## src/rtl/pfl_pkg.sv

```systemverilog
package pfl_pkg;

    typedef enum logic {
        LOAD_PARALLEL = 1'b0,
        LOAD_SERIAL   = 1'b1
    } load_mode_e;

    typedef enum logic {
        SLOT_EMPTY = 1'b0,
        SLOT_FULL  = 1'b1
    } slot_e;

    typedef struct packed {
        logic ser_shift;
        logic par_write;
        logic par_read;
    } load_req_t;

    // Reset default, saturated to the register width.
    function automatic logic [31:0] default_offset(input int unsigned width, input logic hi);
        logic [31:0] v;
        logic [31:0] cap;
        v   = hi ? 32'h0000_03FF : 32'h0000_007F;
        cap = (width >= 32) ? 32'hFFFF_FFFF : ((32'd1 << width) - 32'd1);
        return (v > cap) ? cap : v;
    endfunction

    function automatic slot_e next_slot(input slot_e s);
        return (s == SLOT_EMPTY) ? SLOT_FULL : SLOT_EMPTY;
    endfunction

endpackage

```

## src/rtl/pfl_load_ctrl.sv

```systemverilog
module pfl_load_ctrl
    import pfl_pkg::*;
(
    input  logic       clk,
    input  logic       mrst,
    input  logic       ser_sel,
    input  logic       cfg_ld,
    input  logic       wr_en,
    input  logic       rd_en,
    output load_mode_e load_mode,
    output load_req_t  req
);
    always_ff @(posedge clk) begin
        if (mrst) begin
            load_mode <= ser_sel ? LOAD_SERIAL : LOAD_PARALLEL;
        end
    end

    always_comb begin
        req.ser_shift = cfg_ld && wr_en && (load_mode == LOAD_SERIAL);
        req.par_write = cfg_ld && wr_en && (load_mode == LOAD_PARALLEL);
        req.par_read  = cfg_ld && rd_en;
    end
endmodule

```

## src/rtl/pfl_offset_regs.sv

```systemverilog
module pfl_offset_regs
    import pfl_pkg::*;
#(
    parameter int unsigned W = 15
) (
    input  logic         clk,
    input  logic         mrst,
    input  logic         prst,
    input  logic         ld_level,
    input  load_req_t    req,
    input  logic         ser_bit,
    input  logic [W-1:0] wr_data,
    output logic [W-1:0] empty_off,
    output logic [W-1:0] full_off
);
    localparam int unsigned STREAM = 2 * W;
    localparam int unsigned IDX_W  = $clog2(STREAM);
    localparam logic [W-1:0] DFLT_LO = W'(default_offset(W, 1'b0));
    localparam logic [W-1:0] DFLT_HI = W'(default_offset(W, 1'b1));
    localparam logic [IDX_W-1:0] LAST_IDX = IDX_W'(STREAM - 1);

    // Bits [W-1:0] hold the empty-side threshold, [2W-1:W] the full side.
    logic [STREAM-1:0] pair_q;
    logic [IDX_W-1:0]  ser_idx;
    slot_e             wr_slot;

    always_ff @(posedge clk) begin
        if (mrst) begin
            pair_q  <= ld_level ? {DFLT_HI, DFLT_HI} : {DFLT_LO, DFLT_LO};
            ser_idx <= '0;
            wr_slot <= SLOT_EMPTY;
        end else if (prst) begin
            ser_idx <= '0;
            wr_slot <= SLOT_EMPTY;
        end else begin
            if (req.ser_shift) begin
                pair_q[ser_idx] <= ser_bit;
                ser_idx <= (ser_idx == LAST_IDX) ? '0 : ser_idx + 1'b1;
            end
            if (req.par_write) begin
                if (wr_slot == SLOT_EMPTY) pair_q[W-1:0]      <= wr_data;
                else                       pair_q[STREAM-1:W] <= wr_data;
                wr_slot <= next_slot(wr_slot);
            end
        end
    end

    assign empty_off = pair_q[W-1:0];
    assign full_off  = pair_q[STREAM-1:W];
endmodule

```

## src/rtl/pfl_readback.sv

```systemverilog
module pfl_readback
    import pfl_pkg::*;
#(
    parameter int unsigned W = 15
) (
    input  logic         clk,
    input  logic         mrst,
    input  logic         prst,
    input  logic         rd_req,
    input  logic [W-1:0] empty_off,
    input  logic [W-1:0] full_off,
    output logic [W-1:0] rd_data
);
    slot_e rd_slot;

    always_ff @(posedge clk) begin
        if (mrst) begin
            rd_slot <= SLOT_EMPTY;
            rd_data <= '0;
        end else if (prst) begin
            rd_slot <= SLOT_EMPTY;
        end else if (rd_req) begin
            rd_data <= (rd_slot == SLOT_EMPTY) ? empty_off : full_off;
            rd_slot <= next_slot(rd_slot);
        end
    end
endmodule

```

## src/rtl/pfl_flag_cmp.sv

```systemverilog
module pfl_flag_cmp #(
    parameter int unsigned W = 15
) (
    input  logic [W:0]   fill_count,
    input  logic [W-1:0] empty_off,
    input  logic [W-1:0] full_off,
    output logic         almost_empty,
    output logic         almost_full
);
    localparam logic [W:0] DEPTH = {1'b1, {W{1'b0}}};

    logic [W:0] free_words;

    always_comb begin
        free_words   = DEPTH - fill_count;
        almost_empty = fill_count <= {1'b0, empty_off};
        almost_full  = free_words <= {1'b0, full_off};
    end
endmodule

```

## src/rtl/pfl_offset_loader.sv

```systemverilog
module pfl_offset_loader
    import pfl_pkg::*;
#(
    parameter int unsigned W = 15
) (
    input  logic         clk,
    input  logic         mrst,
    input  logic         prst,
    input  logic         cfg_ld,
    input  logic         wr_en,
    input  logic         rd_en,
    input  logic         ser_sel,
    input  logic         ser_bit,
    input  logic [W-1:0] wr_data,
    input  logic [W:0]   fill_count,
    output logic [W-1:0] rd_data,
    output logic         almost_empty,
    output logic         almost_full
);
    load_mode_e   load_mode;
    load_req_t    req;
    logic [W-1:0] empty_off;
    logic [W-1:0] full_off;

    pfl_load_ctrl u_ctrl (
        .clk       (clk),
        .mrst      (mrst),
        .ser_sel   (ser_sel),
        .cfg_ld    (cfg_ld),
        .wr_en     (wr_en),
        .rd_en     (rd_en),
        .load_mode (load_mode),
        .req       (req)
    );

    pfl_offset_regs #(.W(W)) u_regs (
        .clk       (clk),
        .mrst      (mrst),
        .prst      (prst),
        .ld_level  (cfg_ld),
        .req       (req),
        .ser_bit   (ser_bit),
        .wr_data   (wr_data),
        .empty_off (empty_off),
        .full_off  (full_off)
    );

    pfl_readback #(.W(W)) u_rdbk (
        .clk       (clk),
        .mrst      (mrst),
        .prst      (prst),
        .rd_req    (req.par_read),
        .empty_off (empty_off),
        .full_off  (full_off),
        .rd_data   (rd_data)
    );

    pfl_flag_cmp #(.W(W)) u_cmp (
        .fill_count   (fill_count),
        .empty_off    (empty_off),
        .full_off     (full_off),
        .almost_empty (almost_empty),
        .almost_full  (almost_full)
    );
endmodule

```

## config.mk

```make
export PLATFORM = sky130hd
export DESIGN_NAME = pfl_offset_loader
export DESIGN_NICKNAME = d
export VERILOG_FILES = /design/src/rtl/pfl_pkg.sv /design/src/rtl/pfl_load_ctrl.sv /design/src/rtl/pfl_offset_regs.sv /design/src/rtl/pfl_readback.sv /design/src/rtl/pfl_flag_cmp.sv /design/src/rtl/pfl_offset_loader.sv
export SDC_FILE = /design/constraint.sdc
export NUM_CORES = 1
export LEC_CHECK = 0
export BUFFER_PORTS_ARGS = -buffer_cell sky130_fd_sc_hd__buf_2
export CAP_MARGIN = 40
export CORE_MARGIN = 2
export CORE_UTILIZATION = 60
export CTS_CLUSTER_SIZE = 24
export DETAILED_ROUTE_END_ITERATION = 7
export PLACE_DENSITY_LB_ADDON = 0.1
export SYNTH_ARGS = -nofsm -noshare
export SYNTH_HDL_FRONTEND = slang
export SYNTH_SLANG_ARGS = --single-unit
export TNS_END_PERCENT = 20
```

## constraint.sdc

```tcl
create_clock -name clk -period 4.56 [get_ports clk]
set_input_delay 0 -clock clk [delete_from_list [all_inputs] [get_ports clk]]
set_output_delay 0 -clock clk [all_outputs]
set_load 0.02 [all_outputs]
```

==> results.json, run 1 <==
{
  "skew_ns": 0.0101,
  "drc": 0,
  "yosysTopAreaCellShare_pct": 23.8,
  "vias_per_cell": 6.00,
  "overflow": 0,
  "cts_tree": "built",
  "drive_gt1_share_pct": 16.8,
  "grt_pass1_wl_mm": 16.3,
  "cts-root-buf": "clkbuf_8",
  "clk_latency_ns": 0.32,
  "status": "finished, final reports clean",
  "die-area_sq_um": 7190,
  "fmax_ghz": 0.403,
  "nets": 555,
  "wire_per_inst_um": 17.4,
  "synthTopCellsByArea": "edfxtp_1 24%, dfxtp_1 11%, ha_1 11%, mux2i_1 9.7%, nor2_1 7.2%",
  "synth_area_sq_um": 3920,
  "initial_core_util_pct": 61.7,
  "die_h_um": 84.8,
  "arrival_ns": 2.48,
  "synth-seq-cells": 53,
  "chipWidth_um": 84.8,
  "grt_usage_pct": 28.6,
  "final_max_slew_viol_count": 0,
  "multi_input_area_sq_um": 2320,
  "crit_chain": "buf_2 -> nor4_2 -> nand2_1 -> nor3_1 -> xnor2_1 -> ha_1 -> a2111oi_0 -> o21ai_0 -> nor4b_1 -> a211o_1 -> a21oi_1 -> buf_2",
  "utilization_pct": 68.1,
  "final_cell_mix": "74 x nor2_1, 55 x buf_2, 38 x mux2i_1",
  "worst_slew_pin_slew_ns": 0.884,
  "dr.first_iter.drc_count": 228,
  "rows": 29,
  "grt_pass1_vias": 3333,
  "crit_top_cell": "buf_2",
  "synth_cell_type_count": 46,
  "setup_viol": 0,
  "first_pass_iters": 5,
  "crit_required_ns": 4.56,
  "slowest_stage": "nor4_2",
  "path_delay_family": "simple AND/OR/NAND/NOR gates",
  "ant_nets": 0,
  "area_growth_syn_to_layout_pct": 10.4,
  "synth_warnings": 0,
  "n_fill_cell": 519,
  "clock-sinks": 53,
  "mostFrequentLayoutCell": "nor2_1",
  "fin_crit_ns": 2.48,
  "finalWirelength_mm": 9.75,
  "numPortBuffers": 55,
  "finalHoldViolations": 0,
  "period_share_pct": 54.4,
  "crit_type": "in -> out",
  "dp_cells": 549,
  "slew-limit-headroom_pct": 40.9,
  "antenna_found_initial": 0,
  "syn-instance-count": 435,
  "grt_max_degree": 43,
  "ios": 56,
  "leakage_nw": 1.73,
  "path_buf_inv": 2,
  "critPathMaxFanout": 5,
  "hold_depth": 4,
  "hpwl_mm": 7.15,
  "synth_top_area_cell": "edfxtp_1",
  "antenna_cells": 0,
  "power_mw": 1.03,
  "vias": 3354,
  "yosysSeqAreaShare_pct": 35.0,
  "peakVddDrop_v": 0.000182,
  "crit_path_end_kind": "output port",
  "cp_slowest_stage_delay_ns": 0.37,
  "cap_violations": 0,
  "cp-start-kind": "primary input",
  "synth_area_per_cell_sq_um": 9.01,
  "clk_pin_slew_ns": 0.10,
  "core-area_sq_um": 6350,
  "cts_buffers": 5,
  "cts_max_path_buffers": 2,
  "cts-resized-gates": 0,
  "syn_nets": 509,
  "regArea_sq_um": 1370,
  "min_path_type": "in -> reg",
  "postCtsSetupBuffers": 0,
  "gp_congestion": 0.882,
  "tns_ns": 0,
  "rsz0062_at_grt": "no",
  "fin_cells": 559,
  "htreeDepth": 2,
  "p_per_area_nw_per_um2": 238,
  "cp.depth": 12,
  "worst_r2r_path_depth": 4
}
-- kinds of logic (layout without fill, tap and decap cells) --
group                    Yosys count  in the layout  synth area share (%)
AND/OR/NAND/NOR                  153            153                  19.1
buffers and inverters             55            102                  5.87
flip-flops                        53             53                  35.0
adder cells (fa/ha/maj)           35             35                  11.2
XOR/XNOR                          18             18                  4.02
multiplexers                      38             38                  9.71
AO/OA/AOI/OAI                     83             83                  15.1
-- what timing repair did --
item / CTS / global route
hold endpoints to repair: 2 / 0
hold buffers: 2 / 0
setup endpoints to repair: 0 / 0
-- final cells by class --
class / instances / area share, %
clock buffer: 5 / 1.59
clock inverter: 3 / 0.289
inverter: 33 / 2.86
multi-input combinational: 327 / 53.6
sequential: 53 / 31.7
tap: 77 / 2.23
timing repair buffer: 61 / 7.69
-- power by group --
part           total (mW)  switching, mW  internal (mW)
logic               0.205          0.122         0.0833
clock network       0.264          0.160          0.104
registers           0.558         0.0240          0.534
total                1.03          0.306          0.721
-- tightest hold or removal path, stage by stage --
cell and delay, ns:
buf_2 0.10, nand3_1 0.09, nand2_1 0.07, a21boi_0 0.07
-- registers in the layout, summed over array words and instances, names as in the netlist --
signal,flops
u_rdbk.rd_slot,1
u_regs.wr_slot,1
u_ctrl.load_mode,1
u_regs.pair_q,30
u_regs.ser_idx,5
u_rdbk.rd_data,15
-- per-layer routing --
metal	share of wire [%]	vias up	track usage, %	routed length (um)
met4	1.9	0	8.80	189
met2	49	97	48.4	4770
met5	0	-	0	0
met1	44	1574	38.5	4330
li1	-	1664	-	-
met3	4.7	19	3.70	457
-- final timing paths --
| check | endpoint | slack (ns) | from |
|---|---|---|---|
| worst max register to register | u_regs.pair_q[22] | 2.47 | u_ctrl.load_mode |
| worst min-delay path | u_regs.ser_idx[0] | 0.05 | wr_en |
| worst max-delay path | almost_full | 2.08 | fill_count[2] |
| worst min register to register | u_rdbk.rd_data[10] | 0.50 | u_rdbk.rd_data[10] |
-- cells in the mapped netlist, drive strengths merged --
library cell	count
a2111oi	1
a211o	1
a211oi	18
a21boi	3
a21o	4
a21oi	11
a221oi	7
a22oi	14
a311oi	7
and2	1
and3	2
buf	11
clkbuf	11
dfxtp	22
edfxtp	31
ha	35
inv	33
mux2i	38
nand2	30
nand2b	1
nand3	6
nand3b	4
nand4	6
nand4b	1
nor2	79
nor2b	2
nor3	8
nor3b	1
nor4	8
nor4b	1
o211ai	1
o21a	1
o21ai	14
o21bai	1
or3	1
or3b	2
xnor2	7
xor2	11
-- metrics by stage --
step           setup slack [ns]  area [sq um]  hold slack, ns
6_report                   2.08          4330          0.0466
5_1_grt                    1.88          4330          0.0852
4_1_cts                    2.06          4330          0.0484
3_5_place_dp               2.08          4220           0.184
3_3_place_gp               2.28          4210           0.178
2_1_floorplan              2.48          3920          0.0768
(Power assumes the default switching activity.)
==> inputs of run 2 (changes only) <==
--- a/config.mk
+++ b/config.mk
@@ -8,7 +8,7 @@
 export BUFFER_PORTS_ARGS = -buffer_cell sky130_fd_sc_hd__buf_2
 export CAP_MARGIN = 40
 export CORE_MARGIN = 2
-export CORE_UTILIZATION = 60
+export CORE_UTILIZATION = 58
 export CTS_CLUSTER_SIZE = 24
 export DETAILED_ROUTE_END_ITERATION = 7
 export PLACE_DENSITY_LB_ADDON = 0.1
==> constraint.sdc (replaced) <==
create_clock -name clk -period 2.45 [get_ports clk]
set_input_delay 0 -clock clk [delete_from_list [all_inputs] [get_ports clk]]
set_output_delay 0 -clock clk [all_outputs]
set_load 0.02 [all_outputs]
==> run 2 against run 1 <==
  * Non-clock buffer count rose by 9
  * Global-route usage fell by 0.59 points
  * Total power rose by 88%
  * Sequential cell count did not move
  * Utilization rose by 0.50 points
  * Routed wire length rose by 1.8%
  * Clock skew fell by 0.0066 ns
  * Register-to-register slack got worse by 2.0 ns
  * Sequential share of layout area fell by 0.76 points
  * Setup slack got worse by 1.9 ns
  * Largest power group unchanged
==> results.json, run 2 (synthesis results as in run 1) <==
{
  "n_fill_cell": 554,
  "rsz0062_at_grt": "no",
  "cp-start-kind": "primary input",
  "clock-sinks": 53,
  "cts-root-buf": "clkbuf_8",
  "arrival_ns": 2.30,
  "crit_path_end_kind": "output port",
  "drc": 0,
  "core-area_sq_um": 6460,
  "finalWirelength_mm": 9.93,
  "antenna_cells": 0,
  "crit_type": "in -> out",
  "min_path_type": "in -> reg",
  "wire_per_inst_um": 17.5,
  "finalHoldViolations": 0,
  "nets": 564,
  "placed_area_sq_um": 4280,
  "vias_per_cell": 6.01,
  "gp_congestion": 0.953,
  "rows": 29,
  "final_area_sq_um": 4430,
  "cp-endpoint": "almost_full",
  "first_pass_iters": 5,
  "grt_usage_pct": 28.0,
  "initial_core_util_pct": 60.7,
  "die-area_sq_um": 7430,
  "crit_required_ns": 2.45,
  "internal_power_mw": 1.36,
  "mostFrequentLayoutCell": "nor2_1",
  "cap_violations": 0,
  "slew-limit-headroom_pct": 46.6,
  "numPortBuffers": 55,
  "cts_buffers": 5,
  "top_regs": "u_regs.pair_q: 30 flops, u_rdbk.rd_data: 15 flops, u_regs.ser_idx: 5 flops",
  "power_switching_uw": 574,
  "r2r_setup_slack_ns": 0.51,
  "p_per_area_nw_per_um2": 437,
  "ant_nets": 0,
  "cts_tree": "built",
  "final_cell_mix": "73 x nor2_1, 55 x buf_2, 38 x mux2i_1",
  "cts_max_path_buffers": 2,
  "dr.first_iter.drc_count": 198,
  "clockPowerShare_pct": 25.8,
  "die_h_um": 86.2,
  "grt_max_degree": 31,
  "htreeDepth": 2,
  "crit_start": "fill_count[4]",
  "drive_gt1_share_pct": 19.3,
  "overflow": 0,
  "critPathMaxFanout": 4,
  "period_share_pct": 93.7,
  "share_seq_of_total_power_pct": 53.6,
  "peakVddDrop_v": 0.000336,
  "antenna_found_initial": 0,
  "clk_pin_slew_ns": 0.09,
  "tns_ns": 0,
  "worst_slew_pin_slew_ns": 0.798,
  "area_growth_syn_to_layout_pct": 13.1,
  "multi_input_area_sq_um": 2350,
  "clk_latency_ns": 0.32,
  "worst_r2r_path_depth": 6,
  "leakage_nw": 1.78,
  "setup_viol": 0,
  "hpwl_mm": 7.44,
  "status": "finished, final reports clean",
  "fmax_ghz": 0.435,
  "regArea_sq_um": 1370,
  "comb_power_share_pct": 20.7,
  "regMostFlops": "u_regs.pair_q",
  "grt_pass1_vias": 3393,
  "skew_ns": 0.00348,
  "grt_pass1_wl_mm": 16.3,
  "vias": 3413,
  "r2r-start": "u_ctrl.load_mode",
  "chipWidth_um": 86.2,
  "sw_frac_of_total_pct": 29.7,
  "largest_register_ffs": 30,
  "worstReg2RegEnd": "u_regs.pair_q[3]",
  "ios": 56,
  "fin_crit_ns": 2.30,
  "final_max_slew_viol_count": 0
}
run 2: cell count changes in the layout (fill, tap and decap cells not counted), moves of 2 or more:
cell,change
nor3_1,-2
clkinv_1,-2
nand2_1,-2
nor3_2,+2
buf_4,+9
clkbuf_1,+2
nand2_2,+2
run 2: worst min path at each step:
stage / startpoint / endpoint / slack (ns) / cells after the start
final: wr_data[0] / u_regs.pair_q[0] / 0.05 / 3
after global routing: wr_data[0] / u_regs.pair_q[0] / 0.05 / 3
after CTS: wr_data[0] / u_regs.pair_q[0] / 0.05 / 3
after detailed placement: ser_sel / u_ctrl.load_mode / 0.18 / 1
after global placement: ser_sel / u_ctrl.load_mode / 0.18 / 1
after floorplan: prst / u_rdbk.rd_slot / 0.08 / 1
run 2: layout make-up:
class | count | area share, %
inverter | 33 | 2.80
timing repair buffer | 70 | 9.15
tap | 77 | 2.17
clock inverter | 1 | 0.169
sequential | 53 | 30.9
clock buffer | 7 | 1.72
multi-input combinational | 327 | 53.0
run 2: power groups by stage:
stage               Sequential, mW  Clock (mW)  Combinational [mW]
global placement              1.06           0               0.375
detailed placement            1.06           0               0.385
global route                  1.04       0.549               0.448
finish                        1.04       0.499               0.400
floorplan                     1.05           0               0.240
CTS                           1.04       0.506               0.390
run 2: layer usage:
layer / GRT usage [%] / share of wire (%) / wire (um) / vias up
met5: 0 / 0 / 0 / -
met4: 9.80 / 2.0 / 203 / 0
met3: 3.81 / 4.8 / 479 / 16
met2: 47.4 / 49 / 4870 / 107
met1: 37.0 / 44 / 4370 / 1609
li1: - / - / - / 1681
run 2: repair_timing:
action	4_1_cts	5_1_grt
endpoints found under the hold margin	2	0
resized for setup	0	7
buffers inserted	0	2
setup endpoints to repair	0	1
hold buffers	2	0
run 2: critical path, stage by stage:
cell	delay (ns)
buf_2	0.14
nor4_4	0.35
nand2_2	0.14
xor2_1	0.17
ha_1	0.29
a2111oi_0	0.37
o21ai_0	0.12
nor4b_1	0.15
a211o_1	0.23
a21oi_1	0.15
buf_2	0.18
run 2: stage by stage:
| stage | std cells | util [%] | power, mW | setup slack (ns) | hold slack (ns) |
|---|---|---|---|---|---|
| floorplan | 435 | - | 1.29 | 0.372 | 0.0768 |
| global placement | 556 | 66.3 | 1.43 | 0.130 | 0.177 |
| detailed placement | 556 | 66.3 | 1.44 | 0.114 | 0.179 |
| CTS | 566 | 67.9 | 1.93 | 0.113 | 0.0486 |
| global route | 568 | 68.6 | 2.04 | 0.00544 | 0.0527 |
| finish | 568 | 68.6 | 1.93 | 0.153 | 0.0473 |
